`config.mk`:
```
export PLATFORM = sky130hd
export DESIGN_NAME = iq_bit_demod
export DESIGN_NICKNAME = d
export VERILOG_FILES = /design/src/rtl/iqd_pkg.sv /design/src/rtl/iqd_window_acc.sv /design/src/rtl/iqd_slicer.sv /design/src/rtl/iqd_seq.sv /design/src/rtl/iqd_collect.sv /design/src/rtl/iq_bit_demod.sv
export SDC_FILE = /design/constraint.sdc
export NUM_CORES = 1
export LEC_CHECK = 0
export ABC_AREA = 1
export BUFFER_PORTS_ARGS = -buffer_cell sky130_fd_sc_hd__buf_2
export CAP_MARGIN = 0
export CORE_MARGIN = 2
export CORE_UTILIZATION = 55
export CTS_CLUSTER_DIAMETER = 50
export DETAILED_ROUTE_END_ITERATION = 10
export PLACE_DENSITY = 0.78
export SETUP_SLACK_MARGIN = 0.1
export SYNTH_ARGS = -nofsm -noshare
export SYNTH_HDL_FRONTEND = slang
export SYNTH_SLANG_ARGS = --single-unit
export TNS_END_PERCENT = 30
```
`constraint.sdc`:
```
create_clock -name clk -period 4.8 [get_ports clk]
set_input_delay 0.24 -clock clk [delete_from_list [all_inputs] [get_ports clk]]
set_output_delay 0.24 -clock clk [all_outputs]
set_load 0.01 [all_outputs]
```
`src/rtl/iqd_pkg.sv`:
```
package iqd_pkg;

  typedef enum logic [1:0] {
    ST_IDLE = 2'd0,
    ST_WAIT = 2'd1,
    ST_BIT  = 2'd2
  } iqd_state_e;

  typedef enum logic {
    RX_FRAME = 1'b0,
    RX_ACK   = 1'b1
  } iqd_mode_e;

  localparam int IQD_CHANS = 2;

endpackage

```
`src/rtl/iqd_window_acc.sv`:
```
module iqd_window_acc #(
  parameter int SW   = 8,
  parameter int SKIP = 5,
  parameter int ACC  = 8,
  parameter int DROP = 8,
  parameter int AW   = 12
) (
  input  logic                 clk,
  input  logic                 rst_n,
  input  logic                 clear,
  input  logic                 smp_valid,
  input  logic signed [SW-1:0] smp_i,
  input  logic signed [SW-1:0] smp_q,
  output logic signed [AW-1:0] sum_i,
  output logic signed [AW-1:0] sum_q
);
  import iqd_pkg::*;

  localparam int WIN = SKIP + ACC + DROP;
  localparam int IW  = $clog2(WIN + 1);

  logic [IW-1:0] pair_idx;
  logic          take;
  logic          in_acc;

  assign take   = smp_valid && !clear && (pair_idx < IW'(WIN));
  assign in_acc = take && (pair_idx >= IW'(SKIP)) && (pair_idx < IW'(SKIP + ACC));

  always_ff @(posedge clk or negedge rst_n) begin
    if (!rst_n)     pair_idx <= '0;
    else if (clear) pair_idx <= '0;
    else if (take)  pair_idx <= pair_idx + 1'b1;
  end


  win_cap_chk: assert property (@(posedge clk) disable iff (!rst_n)
    pair_idx <= IW'(WIN));

  logic signed [AW-1:0] acc_q [IQD_CHANS];

  for (genvar ch = 0; ch < IQD_CHANS; ch++) begin : g_chan
    logic signed [SW-1:0] smp;
    assign smp = (ch == 0) ? smp_i : smp_q;

    always_ff @(posedge clk or negedge rst_n) begin
      if (!rst_n)      acc_q[ch] <= '0;
      else if (clear)  acc_q[ch] <= '0;
      else if (in_acc) acc_q[ch] <= acc_q[ch] + {{(AW-SW){smp[SW-1]}}, smp};
    end


    acc_range_chk: assert property (@(posedge clk) disable iff (!rst_n)
      (acc_q[ch] >= -AW'(ACC * (2 ** (SW-1)))) && (acc_q[ch] <= AW'(ACC * (2 ** (SW-1) - 1))));
  end

  assign sum_i = acc_q[0];
  assign sum_q = acc_q[1];

endmodule

```
`src/rtl/iqd_slicer.sv`:
```
module iqd_slicer #(
  parameter int AW     = 12,
  parameter int SHIFT  = 3,
  parameter int THRESH = 8
) (
  input  logic signed [AW-1:0] sum_i,
  input  logic signed [AW-1:0] sum_q,
  output logic                 bit_one
);

  function automatic logic [AW-1:0] mag(input logic signed [AW-1:0] v);
    mag = v[AW-1] ? $unsigned(-v) : $unsigned(v);
  endfunction

  function automatic logic [AW-1:0] amp_est(input logic [AW-1:0] a, input logic [AW-1:0] b);
    logic [AW-1:0] hi, lo;
    hi = (a > b) ? a : b;
    lo = (a > b) ? b : a;
    amp_est = hi + (lo >> 1);
  endfunction

  logic [AW-1:0] mag_i, mag_q, amp;

  assign mag_i   = mag(sum_i);
  assign mag_q   = mag(sum_q);
  assign amp     = amp_est(mag_i, mag_q);
  assign bit_one = (amp >> SHIFT) > AW'(THRESH);


  always_comb begin
    amp_bound_chk: assert ((amp >= mag_i) && (amp >= mag_q));
  end

endmodule

```
`src/rtl/iqd_seq.sv`:
```
module iqd_seq #(
  parameter int START_WAIT = 495,
  parameter int BIT_PERIOD = 150
) (
  input  logic clk,
  input  logic rst_n,
  input  logic start,
  input  logic finish,
  output logic launch,
  output logic clear_win,
  output logic decide,
  output logic busy
);
  import iqd_pkg::*;

  localparam int MAXC = (START_WAIT > BIT_PERIOD) ? START_WAIT : BIT_PERIOD;
  localparam int CW   = $clog2(MAXC + 1);

  iqd_state_e    state;
  logic [CW-1:0] cnt;
  logic          wait_end;

  assign wait_end  = (state == ST_WAIT) && (cnt == CW'(START_WAIT - 1));
  assign decide    = (state == ST_BIT) && (cnt == CW'(BIT_PERIOD - 1));
  assign launch    = (state == ST_IDLE) && start;
  assign clear_win = wait_end || decide;
  assign busy      = (state != ST_IDLE);

  always_ff @(posedge clk or negedge rst_n) begin
    if (!rst_n) begin
      state <= ST_IDLE;
      cnt   <= '0;
    end else begin
      case (state)
        ST_IDLE: if (start) begin
          state <= ST_WAIT;
          cnt   <= '0;
        end
        ST_WAIT: if (wait_end) begin
          state <= ST_BIT;
          cnt   <= '0;
        end else begin
          cnt <= cnt + 1'b1;
        end
        ST_BIT: if (decide) begin
          cnt <= '0;
          if (finish) state <= ST_IDLE;
        end else begin
          cnt <= cnt + 1'b1;
        end
        default: state <= ST_IDLE;
      endcase
    end
  end


  dec_gap_chk: assert property (@(posedge clk) disable iff (!rst_n)
    decide |=> !decide);


  busy_hold_chk: assert property (@(posedge clk) disable iff (!rst_n)
    (busy && !decide) |=> busy);


  launch_busy_chk: assert property (@(posedge clk) disable iff (!rst_n)
    launch |=> (busy && !launch));

endmodule

```
`src/rtl/iqd_collect.sv`:
```
module iqd_collect #(
  parameter int MAXLEN    = 32,
  parameter int ACK_LIMIT = 60,
  parameter int LW        = 6
) (
  input  logic              clk,
  input  logic              rst_n,
  input  logic              launch,
  input  logic              mode_in,
  input  logic [LW-1:0]     len_in,
  input  logic              decide,
  input  logic              raw_bit,
  input  logic              ks_bit,
  output logic              finish,
  output logic [MAXLEN-1:0] frame_data,
  output logic              done,
  output logic              ack,
  output logic              timeout
);
  import iqd_pkg::*;

  localparam int CMAX = (MAXLEN > ACK_LIMIT) ? MAXLEN : ACK_LIMIT;
  localparam int CNTW = $clog2(CMAX + 1);

  iqd_mode_e       mode_q;
  logic [CNTW-1:0] last_q;
  logic [CNTW-1:0] bit_idx;
  logic [CNTW-1:0] last_in;
  logic            sliced;

  always_comb begin
    if ((len_in == '0) || (int'(len_in) > MAXLEN)) last_in = CNTW'(MAXLEN - 1);
    else                                           last_in = CNTW'(len_in) - 1'b1;
  end

  assign sliced = raw_bit ^ ks_bit;
  assign finish = decide && ((mode_q == RX_ACK) ? (raw_bit || (bit_idx == CNTW'(ACK_LIMIT - 1)))
                                                : (bit_idx == last_q));

  always_ff @(posedge clk or negedge rst_n) begin
    if (!rst_n) begin
      mode_q  <= RX_FRAME;
      last_q  <= '0;
      bit_idx <= '0;
      done    <= 1'b0;
      ack     <= 1'b0;
      timeout <= 1'b0;
    end else begin
      done <= 1'b0;
      if (launch) begin
        mode_q  <= iqd_mode_e'(mode_in);
        last_q  <= last_in;
        bit_idx <= '0;
        ack     <= 1'b0;
        timeout <= 1'b0;
      end else if (decide) begin
        bit_idx <= bit_idx + 1'b1;
        if (finish) begin
          done <= 1'b1;
          if (mode_q == RX_ACK) begin
            ack     <= raw_bit;
            timeout <= !raw_bit;
          end
        end
      end
    end
  end

  for (genvar k = 0; k < MAXLEN; k++) begin : g_fbit
    always_ff @(posedge clk or negedge rst_n) begin
      if (!rst_n)      frame_data[k] <= 1'b0;
      else if (launch) frame_data[k] <= 1'b0;
      else if (decide && (mode_q == RX_FRAME) && (bit_idx == CNTW'(k)))
        frame_data[k] <= sliced;
    end
  end


  done_pulse_chk: assert property (@(posedge clk) disable iff (!rst_n)
    done |=> !done);


  ack_excl_chk: assert property (@(posedge clk) disable iff (!rst_n)
    !(ack && timeout));


  ack_rise_chk: assert property (@(posedge clk) disable iff (!rst_n)
    $rose(ack) |-> done);


  idx_bound_chk: assert property (@(posedge clk) disable iff (!rst_n)
    bit_idx <= CNTW'(CMAX));

endmodule

```
`src/rtl/iq_bit_demod.sv`:
```
module iq_bit_demod #(
  parameter int SW         = 8,
  parameter int SKIP       = 5,
  parameter int ACC        = 8,
  parameter int DROP       = 8,
  parameter int SHIFT      = 3,
  parameter int THRESH     = 8,
  parameter int START_WAIT = 495,
  parameter int BIT_PERIOD = 150,
  parameter int MAXLEN     = 32,
  parameter int ACK_LIMIT  = 60,
  parameter int LW         = 6
) (
  input  logic              clk,
  input  logic              rst_n,
  input  logic              start,
  input  logic              rx_mode,
  input  logic [LW-1:0]     frame_len,
  input  logic              iq_valid,
  input  logic [SW-1:0]     iq_i,
  input  logic [SW-1:0]     iq_q,
  input  logic              ks_bit,
  output logic              ks_adv,
  output logic              busy,
  output logic              done,
  output logic              ack,
  output logic              timeout,
  output logic [MAXLEN-1:0] frame_data
);

  localparam int AW = SW + $clog2(ACC) + 1;

  logic                 launch, clear_win, decide, finish, raw_bit;
  logic signed [AW-1:0] sum_i, sum_q;

  iqd_seq #(.START_WAIT(START_WAIT), .BIT_PERIOD(BIT_PERIOD)) seq_i (
    .clk(clk), .rst_n(rst_n), .start(start), .finish(finish),
    .launch(launch), .clear_win(clear_win), .decide(decide), .busy(busy)
  );

  iqd_window_acc #(.SW(SW), .SKIP(SKIP), .ACC(ACC), .DROP(DROP), .AW(AW)) win_i (
    .clk(clk), .rst_n(rst_n), .clear(clear_win), .smp_valid(iq_valid),
    .smp_i(iq_i), .smp_q(iq_q), .sum_i(sum_i), .sum_q(sum_q)
  );

  iqd_slicer #(.AW(AW), .SHIFT(SHIFT), .THRESH(THRESH)) slc_i (
    .sum_i(sum_i), .sum_q(sum_q), .bit_one(raw_bit)
  );

  iqd_collect #(.MAXLEN(MAXLEN), .ACK_LIMIT(ACK_LIMIT), .LW(LW)) col_i (
    .clk(clk), .rst_n(rst_n), .launch(launch), .mode_in(rx_mode), .len_in(frame_len),
    .decide(decide), .raw_bit(raw_bit), .ks_bit(ks_bit), .finish(finish),
    .frame_data(frame_data), .done(done), .ack(ack), .timeout(timeout)
  );

  assign ks_adv = decide;


  ks_adv_busy_chk: assert property (@(posedge clk) disable iff (!rst_n)
    ks_adv |-> busy);


  done_idle_chk: assert property (@(posedge clk) disable iff (!rst_n)
    done |-> !busy);


  busy_fall_chk: assert property (@(posedge clk) disable iff (!rst_n)
    $fell(busy) |-> done);

endmodule

```
* Word level (Yosys, flattened, before mapping)
Cells that the tools add are included.
** Storage, ports and cells
- Output and inout bits :: 37
- Input port bits :: 28
- Bits in registers :: 88
- Logic and storage cells :: 290
** Operators by class
- Multiplexer cells :: 98
- Magnitude comparators :: 6
- Reductions and logical operators :: 91
- $add $sub $neg :: 9
- Bitwise gates (word level) :: 2
- Equality and inequality tests :: 41
** Operator list (count)
- == test 6 x 5 -> 1 bit, second input constant :: 16
- 2-to-1 mux 12 bit :: 8
- 2-to-1 mux 1 bit :: 76
- nonzero test 2 bit :: 38
- == test 6 x 4 -> 1 bit, second input constant :: 8
- logical AND 1 bit :: 41
- 2-to-1 mux 9 bit :: 3
- case mux 9 bit (3 select lines) :: 1
- adder 12 bit :: 2
- == test 6 x 3 -> 1 bit, second input constant :: 4
- negator 12 bit :: 2
- 2-to-1 mux 6 bit :: 3
- adder 12 x 11 -> 12 bit :: 1
- == test 6 x 2 -> 1 bit, second input constant :: 2
- greater-than comparator 12 bit :: 1
- zero test 6 bit :: 2
- 2-to-1 mux 5 bit :: 2
- adder 9 x 1 -> 9 bit, second input constant :: 1
- == test 9 x 8 -> 1 bit, second input constant :: 1
- == test 9 bit, second input constant :: 1
- greater-than comparator 9 x 4 -> 1 bit, second input constant :: 1
- 2-to-1 mux 2 bit :: 4
- adder 6 x 1 -> 6 bit, second input constant :: 1
- == test 6 x 1 -> 1 bit, second input constant :: 1
- 22 further kinds :: 27

* Longest topological paths before layout
Gate-level depths: netlist of run 1.
- Depth in word-level cells :: 12
- Mapped depth :: 37
- Depth with buffers taken out :: 35

* Hierarchy
Synthesis of run 1 repeated with hierarchy kept, for this count alone.
** Second synthesis, totals
- Cells, all modules :: 1164
- Area, all modules :: 7613.6 um^2
** Modules (own cells, without submodules)
- iqd_collect :: times used 1, seq. area each 1201.2 um^2, cells each 358, area an instance 2586.2 um^2
- iqd_window_acc :: times used 1, seq. area each 725.7 um^2, cells each 395, area an instance 2547.4 um^2
- iqd_slicer :: times used 1, seq. area each 0.0 um^2, cells each 293, area an instance 1675.4 um^2
- iqd_seq :: times used 1, seq. area each 275.3 um^2, cells each 118, area an instance 804.5 um^2

* Worst setup path before layout of run 1
No wires, ideal clock.
- Kind :: flip-flop to flip-flop
- Start :: register win_i.acc_q (netlist bit win_i.sum_i[1])
- End :: register col_i.frame_data[25]
- Slack :: -0.003 ns
- Cell stages (with the launch flop) :: 37
- Data required time :: 4.682 ns
- Period minus slack after synthesis :: 4.803 ns
- Setup time :: 0.118 ns
- Buffers on the path :: 4
- Data arrival time :: 4.685 ns
- Cells stage by stage :: dfrtp_1 > inv_1 > ha_1 > inv_1 > nor2_1 > nand2_1 > o21ai_0 > xor2_1 > ha_1 > nand2_1 > inv_2 > nand2_2 > inv_1 > nand2_1 > nand3_2 > nand2_2 > clkbuf_1 > inv_1 > clkbuf_1 > nand2_1 > o21ai_0 > ha_1 > a21oi_1 > inv_1 > a21oi_1 > inv_1 > a211oi_1 > nand2_1 > nand2_1 > nand3_1 > nor2_4 > nand3_2 > or2_1 > buf_6 > buf_6 > nand4_1 > nand2_1
** Between the ends
- Word-level cells in the longest chain between the ends :: 9
- Elaborated cells on any way between the ends :: 10
- Those cells by class :: add/sub (2); order compare (2); mux (5); bitwise (1)
** RTL lines
- start: declaration :: RTL line iqd_window_acc.sv:39 : logic signed [AW-1:0] acc_q [IQD_CHANS];
- start signal: indexed assignment :: RTL line iqd_window_acc.sv:48 : else if (in_acc) acc_q[ch] <= acc_q[ch] + {{(AW-SW){smp[SW-1]}}, smp};
- negator 12 bit :: RTL line iqd_slicer.sv:12 : mag = v[AW-1] ? $unsigned(-v) : $unsigned(v);
- 2-to-1 mux 12 bit * :: RTL line iqd_slicer.sv:12
- greater-than comparator 12 bit :: RTL line iqd_slicer.sv:17, iqd_slicer.sv:18
- 2-to-1 mux 12 bit, on equally long branches :: RTL line iqd_slicer.sv:17, iqd_slicer.sv:18
- adder 12 x 11 -> 12 bit * :: RTL line iqd_slicer.sv:19 : amp_est = hi + (lo >> 1);
- greater-than comparator 9 x 4 -> 1 bit * :: RTL line iqd_slicer.sv:27 : assign bit_one = (amp >> SHIFT) > AW'(THRESH);
- XOR 1 bit * :: RTL line iqd_collect.sv:36 : assign sliced = raw_bit ^ ks_bit;
- 2-to-1 mux 1 bit * :: RTL line iqd_collect.sv:73 : else if (decide && (mode_q == RX_FRAME) && (bit_idx == CNTW'(k)))
- 2-to-1 mux 1 bit * :: RTL line iqd_collect.sv:72 : else if (launch) frame_data[k] <= 1'b0;
- end signal: indexed assignment :: RTL line iqd_collect.sv:74 : frame_data[k] <= sliced;
- end: declaration :: RTL line iqd_collect.sv:15 : output logic [MAXLEN-1:0] frame_data,
Every way passes the cells marked *; elsewhere a longest branch is shown, timed or not. The select of a mux whose other input is x is not followed.
A chain may end at the register's enable or synchronous reset.

* Worst setup path after layout of run 1
- Start :: register win_i.acc_q (netlist bit win_i.sum_q[0])
- End :: register col_i.frame_data[20]
The elaborated chain is that of the path after synthesis.

==> flow_summary.json, run 1 <==
{
  "setup_ws_ns": -0.0665,
  "grt_max_degree": 70,
  "post_placement_cell_count": 1219,
  "max_slew.worst_pin.slew_ns": 0.777,
  "syn_area_per_cell_um2": 7.02,
  "vias": 6905,
  "cap_viol_max_count": 0,
  "path_clk_slew_ns": 0.07,
  "yosysSeqAreaShare_pct": 31.6,
  "synth_top_family_by_area": "simple AND/OR/NAND/NOR gates",
  "post_synth_and_or_nand_nor_area_fraction_pct": 27.0,
  "post_synth_xor_area_fraction_pct": 3.89,
  "rsz0062_at_grt": "true",
  "grt_util_all_layers_pct": 24.7,
  "synth_top_cell_by_area": "sky130_fd_sc_hd__dfrtp_1",
  "achievable-frequency_mhz": 205,
  "global_route.overflow_total": 0,
  "number_of_antenna_violations_at_the_first_check_in_global_routing": 0,
  "synth_most_common_cell": "sky130_fd_sc_hd__nand2_1",
  "final-setup-viol-count": 32,
  "cp_max_fo": 8,
  "finalWirelength_mm": 17.6,
  "crit_path_top_delay_cell": "sky130_fd_sc_hd__dfrtp_1",
  "cts-root-buf": "sky130_fd_sc_hd__clkbuf_16",
  "nets": 1178,
  "synth.area.top_cells": "sky130_fd_sc_hd__dfrtp_1 (32%), sky130_fd_sc_hd__nand2_1 (13%), sky130_fd_sc_hd__ha_1 (11%)",
  "synth-adder-area-share_pct": 11.7,
  "cp_dominant_cell_by_count": "sky130_fd_sc_hd__nand2_1",
  "synthesis.yosys.warnings": 0,
  "antenna-diode-count": 0,
  "clock_latency_ns": 0.35,
  "grt_pass1_vias": 6162,
  "htreeDepth": 3,
  "yosysUniqueCellTypes": 42,
  "initial_utilization_pct": 55.7,
  "final_hold_viol_count": 0,
  "synth_top_cell_area_share_pct": 31.6,
  "yosys_most_used_dff": "sky130_fd_sc_hd__dfrtp_1",
  "multiplexer_fraction_of_the_synthesized_cell_area_pct": 0,
  "worstSetupEndpointType": "register",
  "ys_ff_latch": 88,
  "finalNonFillerCells": 1263,
  "yosys-top-cells-count": "sky130_fd_sc_hd__nand2_1 (234), sky130_fd_sc_hd__inv_1 (167), sky130_fd_sc_hd__o21ai_0 (96)",
  "post_drt_via_cell_ratio": 5.47,
  "coreArea_um2": 12500,
  "number_of_synthesized_flops_with_an_enable_pin": 0,
  "asyncSetResetFlopFracSynth_pct": 100,
  "synth_fp_nets": 1086,
  "period_needed_ns": 4.87,
  "worst-setup-path-type": "register to register",
  "routed_wire_length_per_instance_um": 13.9,
  "drive_gt1_share_pct": 17.9,
  "core.rowCount": 41,
  "failed_checks": "negative setup slack",
  "die_x_um": 117,
  "outcome": "complete, but fails checks",
  "chipHeight_um": 117,
  "detail_route.drc_violations": 0,
  "post-route-period-util_pct": 101,
  "syn_inst": 994,
  "cp_slowest_stage_delay_ns": 0.41,
  "grt_pass1_wl_mm": 27.3,
  "startpoint_type": "register",
  "preCtsSetupSlack_ns": -0.0626,
  "ant_nets": 0,
  "dr_pass1_iterations": 6,
  "skew_ns": 0.00784,
  "synth_compound_area_share_pct": 14.6,
  "path_delay_family": "simple AND/OR/NAND/NOR gates",
  "drt-initial-drc-count": 544,
  "port_buffers": 64,
  "globalplace.congestion": 0.911,
  "critical_path_buf_inv_count": 8,
  "clock-sinks": 88,
  "detail_placement_hpwl_mm": 11.9,
  "cts_buffer_depth": 2,
  "report.final.slew_viol_count": 0,
  "slew_headroom_pct": 48.1,
  "synthToLayoutAreaGrowth_pct": 20.1,
  "io-pin-count": 65,
  "critPathRequiredTime_ns": 5.04,
  "cts_inserted_buffers": 9,
  "cp.arrival_ns": 5.11,
  "tritoncts": "done",
  "design.die.area_um2": 13600,
  "syn_area_um2": 6980,
  "worst_hold_path_type": "primary input to register"
}
==> layout make-up <==
| type | instances | area [um^2] |
|---|---|---|
| sequential | 88 | 2200 |
| fill | 1052 | 4140 |
| tap | 172 | 215 |
| clock buffer | 9 | 225 |
| inverter | 170 | 643 |
| clock inverter | 7 | 72.6 |
| timing repair buffer | 110 | 793 |
| multi-input combinational | 706 | 4220 |
| timing repair inverter | 1 | 5.00 |
==> timing repair <==
item                       CTS  global route
pin swaps                   13            55
setup endpoints to repair   34            37
setup buffers                5            16
hold buffers                 1             0
cloned                       0             6
hold endpoints to repair    32             0
gates resized for setup     11            61
==> layer usage <==
metal	global-route usage, %	vias up	routed length, um
met5	0	-	0
met4	7.69	0	378
met3	4.31	32	893
met2	41.2	215	8520
met1	33.1	3196	7760
li1	-	3462	-
==> flip-flops by register name, summed over array words and instances, names as in the netlist <==
signal	count
col_i.frame_data	32
win_i.sum_i	12
win_i.sum_q	12
seq_i.cnt	9
col_i.bit_idx	6
col_i.last_q	6
win_i.pair_idx	5
seq_i.state	2
col_i.ack	1
col_i.done	1
col_i.mode_q	1
col_i.timeout	1
==> placed cells by master (no fill, tap or decap), types with 3 or more instances in the layout <==
master | Yosys | routed
sky130_fd_sc_hd__buf_12 | 0 | 3
sky130_fd_sc_hd__nand3_1 | 35 | 34
sky130_fd_sc_hd__clkbuf_16 | 0 | 13
sky130_fd_sc_hd__nor3_2 | 3 | 5
sky130_fd_sc_hd__a21oi_1 | 52 | 43
sky130_fd_sc_hd__a21o_1 | 3 | 3
sky130_fd_sc_hd__dfrtp_1 | 88 | 88
sky130_fd_sc_hd__xnor2_1 | 5 | 5
sky130_fd_sc_hd__xor2_1 | 26 | 25
sky130_fd_sc_hd__o21ai_0 | 96 | 83
sky130_fd_sc_hd__o21ai_1 | 3 | 12
sky130_fd_sc_hd__nand2_1 | 234 | 225
sky130_fd_sc_hd__buf_6 | 4 | 4
sky130_fd_sc_hd__a31oi_1 | 4 | 3
sky130_fd_sc_hd__nor3_1 | 21 | 17
sky130_fd_sc_hd__o21ai_2 | 0 | 3
sky130_fd_sc_hd__nand3_2 | 6 | 7
sky130_fd_sc_hd__ha_4 | 0 | 4
sky130_fd_sc_hd__nand4_1 | 43 | 43
sky130_fd_sc_hd__nor2_1 | 60 | 59
sky130_fd_sc_hd__ha_1 | 62 | 56
sky130_fd_sc_hd__buf_2 | 3 | 63
sky130_fd_sc_hd__inv_1 | 167 | 162
sky130_fd_sc_hd__o22ai_1 | 18 | 18
sky130_fd_sc_hd__inv_2 | 3 | 7
sky130_fd_sc_hd__a22oi_1 | 4 | 4
sky130_fd_sc_hd__a21oi_2 | 0 | 8
sky130_fd_sc_hd__nand2_2 | 7 | 14
sky130_fd_sc_hd__buf_4 | 1 | 35
==> final timing paths <==
kind,from,end,slack (ns),cells past startpoint
max in group asynchronous,rst_n,col_i.last_q[2],3.33,3
setup / recovery,win_i.sum_q[0],col_i.frame_data[20],-0.07,35
hold reg to reg,col_i.frame_data[10],col_i.frame_data[10],0.48,2
min in group asynchronous,rst_n,win_i.sum_i[0],0.39,2
hold / removal,frame_len[0],col_i.last_q[0],0.09,2
setup reg to reg,win_i.sum_q[0],col_i.frame_data[20],-0.07,35
==> kinds of logic (layout without fill, tap and decap cells) <==
logic type      after synthesis  in the layout
compound gates              189            189
simple gates                422            422
fa+ha+maj                    64             64
flops                        88             88
buf+inv                     200            297
xor+xnor                     31             31
==> metrics by stage <==
step | utilization (%) | cell area (um^2) | TNS (ns) | hold WS [ns]
global route | 66.9 | 8380 | -10.76 | 0.0992
CTS | 63.3 | 7930 | 0 | 0.0867
floorplan | - | 6980 | 0 | -0.0556
finish | 66.9 | 8380 | -1.14 | 0.0885
detailed placement | 60.3 | 7550 | -1.43 | 0.233
global placement | 60.3 | 7550 | 0 | 0.222
Power of run 1 is left out: the tool's default activity adds up to more than one toggle a clock period on the data nets, which glitch-free logic cannot reach.
==> run 2, diff against run 1 <==
--- a/config.mk
+++ b/config.mk
@@ -7,9 +7,9 @@
 export LEC_CHECK = 0
 export ABC_AREA = 1
 export BUFFER_PORTS_ARGS = -buffer_cell sky130_fd_sc_hd__buf_2
-export CAP_MARGIN = 0
+export CAP_MARGIN = 20
 export CORE_MARGIN = 2
-export CORE_UTILIZATION = 55
+export CORE_UTILIZATION = 58
 export CTS_CLUSTER_DIAMETER = 50
 export DETAILED_ROUTE_END_ITERATION = 10
 export PLACE_DENSITY = 0.78
==> constraint.sdc (replaced) <==
create_clock -name clk -period 4.9 [get_ports clk]
set_input_delay 0.245 -clock clk [delete_from_list [all_inputs] [get_ports clk]]
set_output_delay 0.245 -clock clk [all_outputs]
set_load 0.01 [all_outputs]
==> run 2 against run 1 <==
Against the previous run: the run now ends clean; routed wire length is 2.9% lower; utilization is 1.8 points higher; final cell count is 2.9% lower; sequential share of layout area is 0.74 points higher; first-iteration DRC count is 9.2% higher; final area is 2.7% lower; sequential cell count stayed put; fmax is 0.10% lower; register-to-register slack better by 0.09 ns; critical path type unchanged.
==> flow_summary.json, run 2 (synthesis results as in run 1) <==
{
  "layout_common_cells": "sky130_fd_sc_hd__nand2_1 (228), sky130_fd_sc_hd__inv_1 (160), sky130_fd_sc_hd__dfrtp_1 (87)",
  "critPathRequiredTime_ns": 5.15,
  "tritoncts": "done",
  "number_of_antenna_violations_at_the_first_check_in_global_routing": 0,
  "critPathLaunch": "win_i.sum_q[0]",
  "regMostFlops": "col_i.frame_data",
  "cp.arrival_ns": 5.12,
  "outcome": "finished clean",
  "hold_slack_ns": 0.101,
  "post_drt_via_cell_ratio": 5.53,
  "crit_path_top_delay_cell": "sky130_fd_sc_hd__dfrtp_2",
  "cp_slowest_stage_delay_ns": 0.44,
  "coreArea_um2": 11900,
  "globalplace.congestion": 0.929,
  "initial_utilization_pct": 58.8,
  "setup_ws_ns": 0.0284,
  "antenna-diode-count": 0,
  "ant_nets": 0,
  "rsz0062_at_grt": "true",
  "design.die.area_um2": 12900,
  "dr_pass1_iterations": 5,
  "cts_buffer_depth": 2,
  "post-route-period-util_pct": 99.4,
  "grt_util_all_layers_pct": 25.8,
  "core.rowCount": 40,
  "io-pin-count": 65,
  "r2r_start": "win_i.sum_q[0]",
  "startpoint_type": "register",
  "final-setup-viol-count": 0,
  "period_needed_ns": 4.87,
  "drt-initial-drc-count": 594,
  "path_clk_slew_ns": 0.07,
  "grt_pass1_vias": 5964,
  "slew_headroom_pct": 51.5,
  "nets": 1167,
  "grt_pass1_wl_mm": 27.4,
  "skew_ns": 0.0103,
  "chipHeight_um": 114,
  "worst_hold_path_type": "primary input to register",
  "detail_placement_hpwl_mm": 11.9,
  "routed_wire_length_per_instance_um": 13.9,
  "preCtsSetupSlack_ns": -0.0640,
  "max_slew.worst_pin.slew_ns": 0.726,
  "worstSetupEndpointType": "register",
  "clock_latency_ns": 0.35,
  "min-delay-start": "frame_len[0]",
  "vias": 6782,
  "final_hold_viol_count": 0,
  "global_route.overflow_total": 0,
  "cts-root-buf": "sky130_fd_sc_hd__clkbuf_16",
  "final_common_cell": "sky130_fd_sc_hd__nand2_1",
  "port_buffers": 64,
  "die_x_um": 114,
  "detail_route.drc_violations": 0,
  "htreeDepth": 3,
  "largest_reg_flops": 32,
  "clock-sinks": 88,
  "cap_viol_max_count": 0,
  "finalWirelength_mm": 17.0,
  "grt_max_degree": 83,
  "worst-setup-path-type": "register to register",
  "drive_gt1_share_pct": 16.3,
  "synthToLayoutAreaGrowth_pct": 16.8,
  "cp_max_fo": 8,
  "cts_inserted_buffers": 9,
  "num-fill-cells": 965,
  "achievable-frequency_mhz": 205,
  "report.final.slew_viol_count": 0
}
==> run 2: cell types whose count changed in the layout (fill, tap and decap cells not counted), moves of 3 or more <==
| cell | delta |
|---|---|
| sky130_fd_sc_hd__nand2_1 | +3 |
| sky130_fd_sc_hd__nor2_2 | +3 |
| sky130_fd_sc_hd__o21ai_0 | +3 |
| sky130_fd_sc_hd__buf_4 | -8 |
| sky130_fd_sc_hd__ha_1 | +3 |
==> run 2: final cells by class <==
| cell class | instances | area [um^2] | share of cell area (%) |
|---|---|---|---|
| Inverter | 170 | 642 | 7.87 |
| Timing Repair Buffer | 99 | 688 | 8.44 |
| Multi-Input combinational cell | 706 | 4140 | 50.8 |
| Sequential cell | 88 | 2200 | 27.0 |
| Tap cell | 147 | 184 | 2.26 |
| Clock buffer | 9 | 225 | 2.76 |
| Clock inverter | 7 | 58.8 | 0.721 |
| Timing Repair inverter | 1 | 7.51 | 0.0921 |
==> run 2: stage by stage <==
| stage | instance area [um^2] | utilization (%) | std cells | setup TNS, ns |
|---|---|---|---|---|
| after floorplan | 6980 | - | 994 | 0 |
| after global placement | 7440 | 62.8 | 1188 | 0 |
| after detailed placement | 7440 | 62.8 | 1188 | -1.43 |
| after CTS | 7790 | 65.6 | 1208 | 0 |
| after global routing | 8150 | 68.7 | 1227 | -8.93 |
| final | 8150 | 68.7 | 1227 | 0 |
==> run 2: final timing paths <==
path | end | slack (ns) | cells past startpoint
setup / recovery | col_i.frame_data[12] | 0.03 | 32
hold / removal | col_i.last_q[0] | 0.10 | 2
setup reg to reg | col_i.frame_data[12] | 0.03 | 32
hold reg to reg | col_i.frame_data[9] | 0.48 | 2
max in group asynchronous | col_i.frame_data[20] | 3.85 | 4
min in group asynchronous | win_i.sum_i[0] | 0.24 | 2
==> run 2: critical path, delay by kind of cell, from the launching register on <==
family                     cells  cell delay, ns
AOI/OAI and AO/OA              2            0.25
DFF                            1            0.44
buffers and inverters          9            0.93
adders and majority gates      3            0.79
and+or+nand+nor               17            2.13
xor gates and xnor gates       1            0.21
==> run 2: repair_timing <==
item,4_1_cts,5_1_grt
gates resized for setup,7,52
endpoints found under the setup margin,34,37
hold buffers,1,0
setup buffers,2,15
hold endpoints to repair,6,0
gates cloned,1,3
pin swaps,0,45
==> run 2: routing by layer <==
| metal | routed length (um) | GRT usage, % | up-vias | share of wire, % |
|---|---|---|---|---|
| li1 | - | - | 3431 | - |
| met2 | 7930 | 40.5 | 203 | 47 |
| met5 | 0 | 0 | - | 0 |
| met1 | 7930 | 37.7 | 3126 | 47 |
| met4 | 255 | 6.10 | 0 | 1.5 |
| met3 | 930 | 4.14 | 22 | 5.5 |
Power of run 2 is left out for the same reason.
